===== src/rtl/rcal_pkg.sv =====
package rcal_pkg;
    localparam int C_W     = 4;
    localparam int PRE_W   = 4;
    localparam int PH_W    = 2;
    localparam int T_W     = 4;
    localparam int P_W     = 3;
    localparam int D_W     = 6;
    localparam int C_BOUND = 1 << C_W;
    localparam int PH_BOUND = 4;

    typedef struct packed {
        logic [C_W-1:0]   c;
        logic [PRE_W-1:0] pre;
        logic [PH_W-1:0]  ph;
        logic [T_W-1:0]   t;
        logic [P_W-1:0]   p;
    } rtime_t;

    typedef struct packed {
        logic [D_W-1:0] dc;
        logic [D_W-1:0] dph;
        logic [D_W-1:0] dt;
        logic [D_W-1:0] dp;
    } rstep_t;

    typedef enum logic [2:0] {PH_LOW, PH_HI, PH_FINE, PH_PRE, PH_END} rphase_e;
    typedef enum logic [2:0] {S_IDLE, S_PROBE, S_APPLY, S_FACTOR, S_DONE, S_ERR} rstate_e;
endpackage


===== src/rtl/rcal_norm.sv =====
module rcal_norm
    import rcal_pkg::*;
#(
    parameter int T_BOUND = 9,
    parameter int P_BOUND = 8
) (
    input  rtime_t cur,
    input  rstep_t step,
    output rtime_t nxt,
    output logic   ovf
);
    localparam logic signed [7:0] PB = 8'(P_BOUND);
    localparam logic signed [7:0] TB = 8'(T_BOUND);
    localparam logic signed [7:0] HB = 8'(PH_BOUND);
    localparam logic signed [7:0] CB = 8'(C_BOUND);

    logic signed [7:0] p1, p2, cp, t1, t2, ct, ph1, ph2, cph, c1;

    always_comb begin
        p1 = $signed(8'(cur.p)) + 8'($signed(step.dp));
        if (p1 >= PB) begin
            cp = 8'sd1; p2 = p1 - PB;
        end else if (p1 < 8'sd0) begin
            cp = -8'sd1; p2 = p1 + PB;
        end else begin
            cp = 8'sd0; p2 = p1;
        end
        t1 = $signed(8'(cur.t)) + 8'($signed(step.dt)) + cp;
        if (t1 >= TB) begin
            ct = 8'sd1; t2 = t1 - TB;
        end else if (t1 < 8'sd0) begin
            ct = -8'sd1; t2 = t1 + TB;
        end else begin
            ct = 8'sd0; t2 = t1;
        end
        ph1 = $signed(8'(cur.ph)) + 8'($signed(step.dph)) + ct + ct;
        if (ph1 >= HB) begin
            cph = 8'sd1; ph2 = ph1 - HB;
        end else if (ph1 < 8'sd0) begin
            cph = -8'sd1; ph2 = ph1 + HB;
        end else begin
            cph = 8'sd0; ph2 = ph1;
        end
        c1  = $signed(8'(cur.c)) + 8'($signed(step.dc)) + cph;
        ovf = (c1 < 8'sd0) || (c1 >= CB);
        nxt     = cur;
        nxt.c   = c1[C_W-1:0];
        nxt.ph  = ph2[PH_W-1:0];
        nxt.t   = t2[T_W-1:0];
        nxt.p   = p2[P_W-1:0];
    end
endmodule


===== src/rtl/rcal_cmin.sv =====
module rcal_cmin
    import rcal_pkg::*;
#(
    parameter int NGRP = 4
) (
    input  logic [NGRP*C_W-1:0] cvals,
    output logic [C_W-1:0]      cmin
);
    always_comb begin
        cmin = cvals[C_W-1:0];
        for (int g = 1; g < NGRP; g++) begin
            if (cvals[g*C_W +: C_W] < cmin) cmin = cvals[g*C_W +: C_W];
        end
    end
endmodule


===== src/rtl/rcal_seq.sv =====
module rcal_seq
    import rcal_pkg::*;
#(
    parameter int NGRP     = 4,
    parameter int T_BOUND  = 9,
    parameter int P_BOUND  = 8,
    parameter int MAX_ITER = 64,
    parameter int CAS_W    = 4
) (
    input  logic                        clk,
    input  logic                        rst_n,
    input  logic                        start,
    input  logic [CAS_W-1:0]            cas_lat,
    input  logic                        card_f,
    output logic                        probe_req,
    output logic [$clog2(NGRP)-1:0]     probe_grp,
    input  logic                        probe_ack,
    input  logic [1:0]                  lane_hi,
    output logic [NGRP*C_W-1:0]         tim_c,
    output logic [NGRP*PRE_W-1:0]       tim_pre,
    output logic [NGRP*PH_W-1:0]        tim_ph,
    output logic [NGRP*T_W-1:0]         tim_t,
    output logic [NGRP*P_W-1:0]         tim_p,
    output logic                        done,
    output logic                        err
);
    localparam int GW   = $clog2(NGRP);
    localparam int IT_W = $clog2(MAX_ITER + 1);
    localparam int QT   = T_BOUND / 2;
    localparam int QP   = (T_BOUND % 2) * (P_BOUND / 2);

    typedef struct packed {
        rstate_e               st;
        rphase_e               ph;
        logic                  pass2;
        logic [GW-1:0]         grp;
        logic [IT_W-1:0]       iter;
        rstep_t                step;
        rtime_t [NGRP-1:0]     tim;
    } seq_s;

    function automatic rstep_t mk(input int dc, input int dph, input int dt, input int dp);
        rstep_t s;
        s.dc = D_W'(dc); s.dph = D_W'(dph); s.dt = D_W'(dt); s.dp = D_W'(dp);
        return s;
    endfunction

    localparam rstep_t Q_FWD = mk(0, 0, QT, QP);
    localparam rstep_t Q_BCK = mk(0, 0, -QT, -QP);

    seq_s   q, d;
    rtime_t norm_out;
    logic   norm_ovf;
    logic   stay;
    logic [C_W-1:0] cmin;

    rcal_norm #(.T_BOUND(T_BOUND), .P_BOUND(P_BOUND)) u_norm (
        .cur (q.tim[q.grp]),
        .step(q.step),
        .nxt (norm_out),
        .ovf (norm_ovf)
    );

    rcal_cmin #(.NGRP(NGRP)) u_cmin (
        .cvals(tim_c),
        .cmin (cmin)
    );

    always_comb begin
        d    = q;
        stay = 1'b0;
        case (q.st)
            S_IDLE, S_DONE, S_ERR: begin
                if (start) begin
                    for (int g = 0; g < NGRP; g++) begin
                        d.tim[g]   = '0;
                        d.tim[g].c = C_W'(cas_lat) + C_W'(1);
                    end
                    d.st    = S_PROBE;
                    d.ph    = PH_LOW;
                    d.pass2 = 1'b0;
                    d.grp   = '0;
                    d.iter  = '0;
                end
            end
            S_PROBE: begin
                if (probe_ack) begin
                    case (q.ph)
                        PH_LOW: begin
                            if (|lane_hi) begin
                                d.step = Q_FWD; stay = 1'b1;
                            end else begin
                                d.step = mk(0, 0, 2, 0); d.ph = PH_HI;
                            end
                        end
                        PH_HI: begin
                            if (!(|lane_hi)) begin
                                d.step = Q_FWD; stay = 1'b1;
                            end else begin
                                d.step = Q_BCK; d.ph = PH_FINE;
                            end
                        end
                        PH_FINE: begin
                            if (!(&lane_hi)) begin
                                d.step = mk(0, 0, 0, 1); stay = 1'b1;
                            end else if (!q.pass2) begin
                                d.step = Q_FWD; d.ph = PH_PRE;
                            end else begin
                                d.step = mk(0, -2, card_f ? 1 : 0, 0); d.ph = PH_END;
                            end
                        end
                        PH_PRE: begin
                            if (|lane_hi) begin
                                d.step = mk(-1, 0, 0, 0); stay = 1'b1;
                            end else begin
                                d.step = mk(0, 0, 2, 0); d.ph = PH_HI; d.pass2 = 1'b1;
                            end
                        end
                        default: ;
                    endcase
                    d.st = S_APPLY;
                    if (stay) begin
                        if (q.iter == IT_W'(MAX_ITER - 1)) d.st = S_ERR;
                        else d.iter = q.iter + 1'b1;
                    end else begin
                        d.iter = '0;
                    end
                end
            end
            S_APPLY: begin
                if (norm_ovf) begin
                    d.st = S_ERR;
                end else begin
                    d.tim[q.grp] = norm_out;
                    d.st = S_PROBE;
                    if (q.ph == PH_END) begin
                        if (q.grp == GW'(NGRP - 1)) begin
                            d.st = S_FACTOR;
                        end else begin
                            d.grp   = q.grp + 1'b1;
                            d.ph    = PH_LOW;
                            d.pass2 = 1'b0;
                            d.iter  = '0;
                        end
                    end
                end
            end
            S_FACTOR: begin
                for (int g = 0; g < NGRP; g++) begin
                    d.tim[g].pre = PRE_W'(q.tim[g].c - cmin);
                    d.tim[g].c   = cmin;
                end
                d.st = S_DONE;
            end
            default: d.st = S_IDLE;
        endcase
    end

    always_ff @(posedge clk) begin
        if (!rst_n) q <= '0;
        else        q <= d;
    end

    assign probe_req = (q.st == S_PROBE);
    assign probe_grp = q.grp;
    assign done      = (q.st == S_DONE);
    assign err       = (q.st == S_ERR);

    for (genvar gi = 0; gi < NGRP; gi++) begin : g_out
        assign tim_c  [gi*C_W   +: C_W]   = q.tim[gi].c;
        assign tim_pre[gi*PRE_W +: PRE_W] = q.tim[gi].pre;
        assign tim_ph [gi*PH_W  +: PH_W]  = q.tim[gi].ph;
        assign tim_t  [gi*T_W   +: T_W]   = q.tim[gi].t;
        assign tim_p  [gi*P_W   +: P_W]   = q.tim[gi].p;


        range_ok_chk: assert property (@(posedge clk) disable iff (!rst_n)
            (32'(tim_t[gi*T_W +: T_W]) < T_BOUND) && (32'(tim_p[gi*P_W +: P_W]) < P_BOUND)
            && !tim_ph[gi*PH_W])
            else $error("tuple out of range");


        common_c_chk: assert property (@(posedge clk) disable iff (!rst_n)
            done |-> (tim_c[gi*C_W +: C_W] == tim_c[C_W-1:0]))
            else $error("clock counts differ after done");
    end


    req_hold_chk: assert property (@(posedge clk) disable iff (!rst_n)
        (probe_req && !probe_ack) |=> (probe_req && $stable(probe_grp)))
        else $error("probe request dropped early");


    commit_chk: assert property (@(posedge clk) disable iff (!rst_n)
        (probe_req && $past(probe_req)) |-> ($stable(tim_c) && $stable(tim_ph)
            && $stable(tim_t) && $stable(tim_p)))
        else $error("delay moved during probe");


    err_hold_chk: assert property (@(posedge clk) disable iff (!rst_n)
        (err && !start) |=> (err && !probe_req && $stable(tim_c) && $stable(tim_t)))
        else $error("error state not held");


    done_hold_chk: assert property (@(posedge clk) disable iff (!rst_n)
        (done && !start) |=> (done && $stable(tim_c) && $stable(tim_pre) && $stable(tim_t)))
        else $error("done state not held");
endmodule


===== config.mk =====
export PLATFORM = sky130hd
export DESIGN_NAME = rcal_seq
export DESIGN_NICKNAME = d
export VERILOG_FILES = /design/src/rtl/rcal_pkg.sv /design/src/rtl/rcal_norm.sv /design/src/rtl/rcal_cmin.sv /design/src/rtl/rcal_seq.sv
export SDC_FILE = /design/constraint.sdc
export NUM_CORES = 1
export LEC_CHECK = 0
export CORE_AREA = 2 2 123 125
export CTS_BUF_LIST = sky130_fd_sc_hd__clkbuf_8
export DETAILED_ROUTE_END_ITERATION = 10
export DIE_AREA = 0 0 125 127
export PLACE_DENSITY = 0.8
export RECOVER_POWER = 50
export SLEW_MARGIN = 20
export SYNTH_ARGS = -nofsm -noshare
export SYNTH_HDL_FRONTEND = slang
export SYNTH_SLANG_ARGS = --single-unit

===== constraint.sdc =====
create_clock -name clk -period 16.01 [get_ports clk]
set_input_delay 1.601 -clock clk [delete_from_list [all_inputs] [get_ports clk]]
set_output_delay 1.601 -clock clk [all_outputs]
set_load 0.005 [all_outputs]

==> summary.md <==
| Metric | Value |
|---|---|
| Status | finished, final reports clean |
| FF/Latch Area | 1820 um2 |
| Seq cells post-synth | 91 |
| Fraction of registers with async set or reset after synthesis | 0 |
| Inst Count DP | 1094 |
| Initial drt markers | 685 |
| Critical path's slowest cell | dfxtp_1 |
| Die area | 15900 um2 |
| Startpoint types | flip-flop |
| DR WL/cell | 18.6 um |
| Core area | 14400 um2 |
| Dpl cell area | 8220 um2 |
| GRT overflow | 0 |
| Worst Path Arrival | 9.06 ns |
| Peak Freq | 114 MHz |
| Multi-input logic area | 5100 um2 |
| Commonest non-fill, non-tap cell in the layout | nand2_1 |
| Dpl hpwl | 14.7 mm |
| H-tree depth | 3 |
| HP Class | flip-flop to flip-flop |
| Distinct cells, synth | 73 |
| Die Ht | 127 um |
| Top_reg_cell synth | dfxtp_1 |
| CTS buffer count | 9 |
| Largest net degree at the start of global routing | 93 |
| Number of global-route vias before repair | 6534 |
| Register area share after synthesis | 0.231 |
| CP Class | flip-flop to flip-flop |
| Setup-failing EPs final | 0 |
| Clock sinks | 91 |
| Synth-to-layout area growth | 6.58% |
| IO Pins | 84 |
| Post-synth EDFFs | 0 |
| Syn Nets | 1026 |
| Cell taking the most area after synthesis | dfxtp_1 |
| IO buf count | 83 |
| Max FO, Critical Path | 43 |
| Period minus WS final | 8.76 ns |
| Root buffer cell | clkbuf_8 |
| Synth Warn # | 0 |
| # hold bufs at CTS | 0 |
| Max incr delay on CP | 0.75 ns |
| Die width | 125 um |
| PwrDens | 88.3 nW/um2 |
| Layout cell share with drive strength beyond 1 | 0.0821 |
| Post-Syn Instances | 946 |
| Final Cycle Share | 0.547 |
| Rel. slew slack | 0.261 |
| Max-cap viol count | 0 |
| Setup Fix Bufs, Post-CTS | 0 |
| Via count | 7093 |
| Fill count | 1313 |
| Fin Hold WS | 0.435 ns |
| DRT Pass-1 Iters | 5 |
| First-pass GRT wire length | 33.9 mm |
| Endpoint class of the critical path | flip-flop |
| Post-Syn Area | 7880 um2 |
| Post-route DRC | 0 |
| Top cells by area, synth | dfxtp_1, ha_1, buf_4, mux4_2, nand2_1 |
| Setup TNS Final | 0 ns |
| Peak VDD IR | 58.9 uV |
| Fin cells | 1110 |
| Design area | 8400 um2 |
| Post-Route WL | 20.6 mm |
| Initial antenna violation count | 0 |
| Hold Vio Cnt, Final | 0 |
| Clk slew on worst S/H paths | 0.09 ns |
| Mean post-synth cell area | 8.33 um2 |
| CP Data Required Time | 16.31 ns |
| Clock Tree Buf Depth | 2 |
| Slew Limit Fails | 0 |
| GR Util All Layers | 0.258 |
| DR vias/cell | 6.39 |
| Synth top area share | 0.231 |
| CTS tree | yes |
| Worst Tran Pin Value | 1.10 ns |
| LEAKAGE | 3.36 nW |
| Util after Layout | 0.582 |
| Worst-Skew Late Latency | 0.37 ns |
| # rows | 44 |
| Starting density of the core | 0.546 |
| RD Place Congestion | 0.951 |
| Ant diodes | 0 |
| RSZ-0062 raised after global routing | false |
| Most frequent cells in the layout | nand2_1, dfxtp_1, dlygate4sd3_1, ha_1, nand3_1 |
| Skew final | 0.0182 ns |
| Antenna Nets Post-Route | 0 |
| CTS resizes | 0 |
| Nets | 1001 |
[worst paths after layout]
| kind | from | end | slack (ns) | cells past startpoint |
|---|---|---|---|---|
| worst max-delay path | probe_grp[0]$_SDFFE_PN0P_ | tim_pre[11]$_SDFFE_PN0P_ | 7.25 | 27 |
| worst min-delay path | q[98]$_SDFFE_PN0P_ | q[98]$_SDFFE_PN0P_ | 0.43 | 2 |
| worst max register to register | probe_grp[0]$_SDFFE_PN0P_ | tim_pre[11]$_SDFFE_PN0P_ | 7.25 | 27 |
| worst min register to register | q[98]$_SDFFE_PN0P_ | q[98]$_SDFFE_PN0P_ | 0.43 | 2 |
[worst max-delay path, delay by kind of cell (launching register included)]
| family | cells | cell delay, ns |
|---|---|---|
| buf+inv | 3 | 0.57 |
| fa+ha+maj | 10 | 3.01 |
| simple gates | 4 | 0.71 |
| xor+xnor | 2 | 0.59 |
| compound gates | 7 | 2.46 |
| mux | 1 | 0.59 |
| flops | 1 | 0.75 |
[area by class of cell]
class,instances,area share
inverters,50,0.0224
clock buffers,9,0.0148
well taps,184,0.0274
clock inverters,7,0.00596
multi-input cells,678,0.607
flip-flops and latches,91,0.217
repair buffers,91,0.105
[registers in the layout, indices dropped and copies added, names as in the netlist]
signal,cells
tim_pre,16
tim_t,16
probe_grp,2
tim_p,12
tim_c,16
tim_ph,8
q,21
[per-layer routing]
metal | share of wire | track usage | up-vias
met4 | 0.019 | 0.0686 | 0
met1 | 0.45 | 0.367 | 3380
met3 | 0.075 | 0.0461 | 38
li1 | - | - | 3372
met5 | 0 | 0 | -
met2 | 0.46 | 0.405 | 303
[power by group]
part | leakage [nW] | internal [mW] | switching [mW]
sequential | 0.737 | 0.234 | 0.0161
clock | 0.0820 | 0.0570 | 0.0888
combinational | 2.54 | 0.147 | 0.198
total | 3.36 | 0.438 | 0.303
[cells by family (layout without fill, tap and decap cells)]
kind of cell / Yosys count / in the layout / synth area share
adders and majority gates: 69 / 69 / 0.124
xor gates and xnor gates: 24 / 24 / 0.0267
DFF: 91 / 91 / 0.231
and+or+nand+nor: 303 / 303 / 0.188
buffers and inverters: 177 / 157 / 0.122
muxes: 44 / 44 / 0.0837
AOI/OAI and AO/OA: 238 / 238 / 0.224
[through the flow]
step | power (mW) | worst slack, ns
after floorplan | 0.506 | 8.07
after global placement | 0.585 | 7.50
after detailed placement | 0.592 | 7.17
after CTS | 0.736 | 7.14
after global routing | 0.787 | 6.64
final | 0.741 | 7.25
[cell usage after synthesis (13+ instances only)]
| master | instances |
|---|---|
| xnor2_1 | 14 |
| dfxtp_1 | 91 |
| nand4_1 | 41 |
| o21ai_0 | 36 |
| a211oi_1 | 17 |
| mux4_2 | 17 |
| a21o_1 | 15 |
| a21oi_1 | 46 |
| nand3_1 | 53 |
| inv_1 | 50 |
| nand2_1 | 93 |
| fa_1 | 15 |
| a32o_1 | 16 |
| o211ai_1 | 35 |
| ha_1 | 54 |
| buf_4 | 72 |
| nor3_1 | 13 |
| mux2i_1 | 22 |
| nor2_1 | 47 |
| clkbuf_1 | 45 |
No activity file was read; power rests on OpenSTA's default activity.
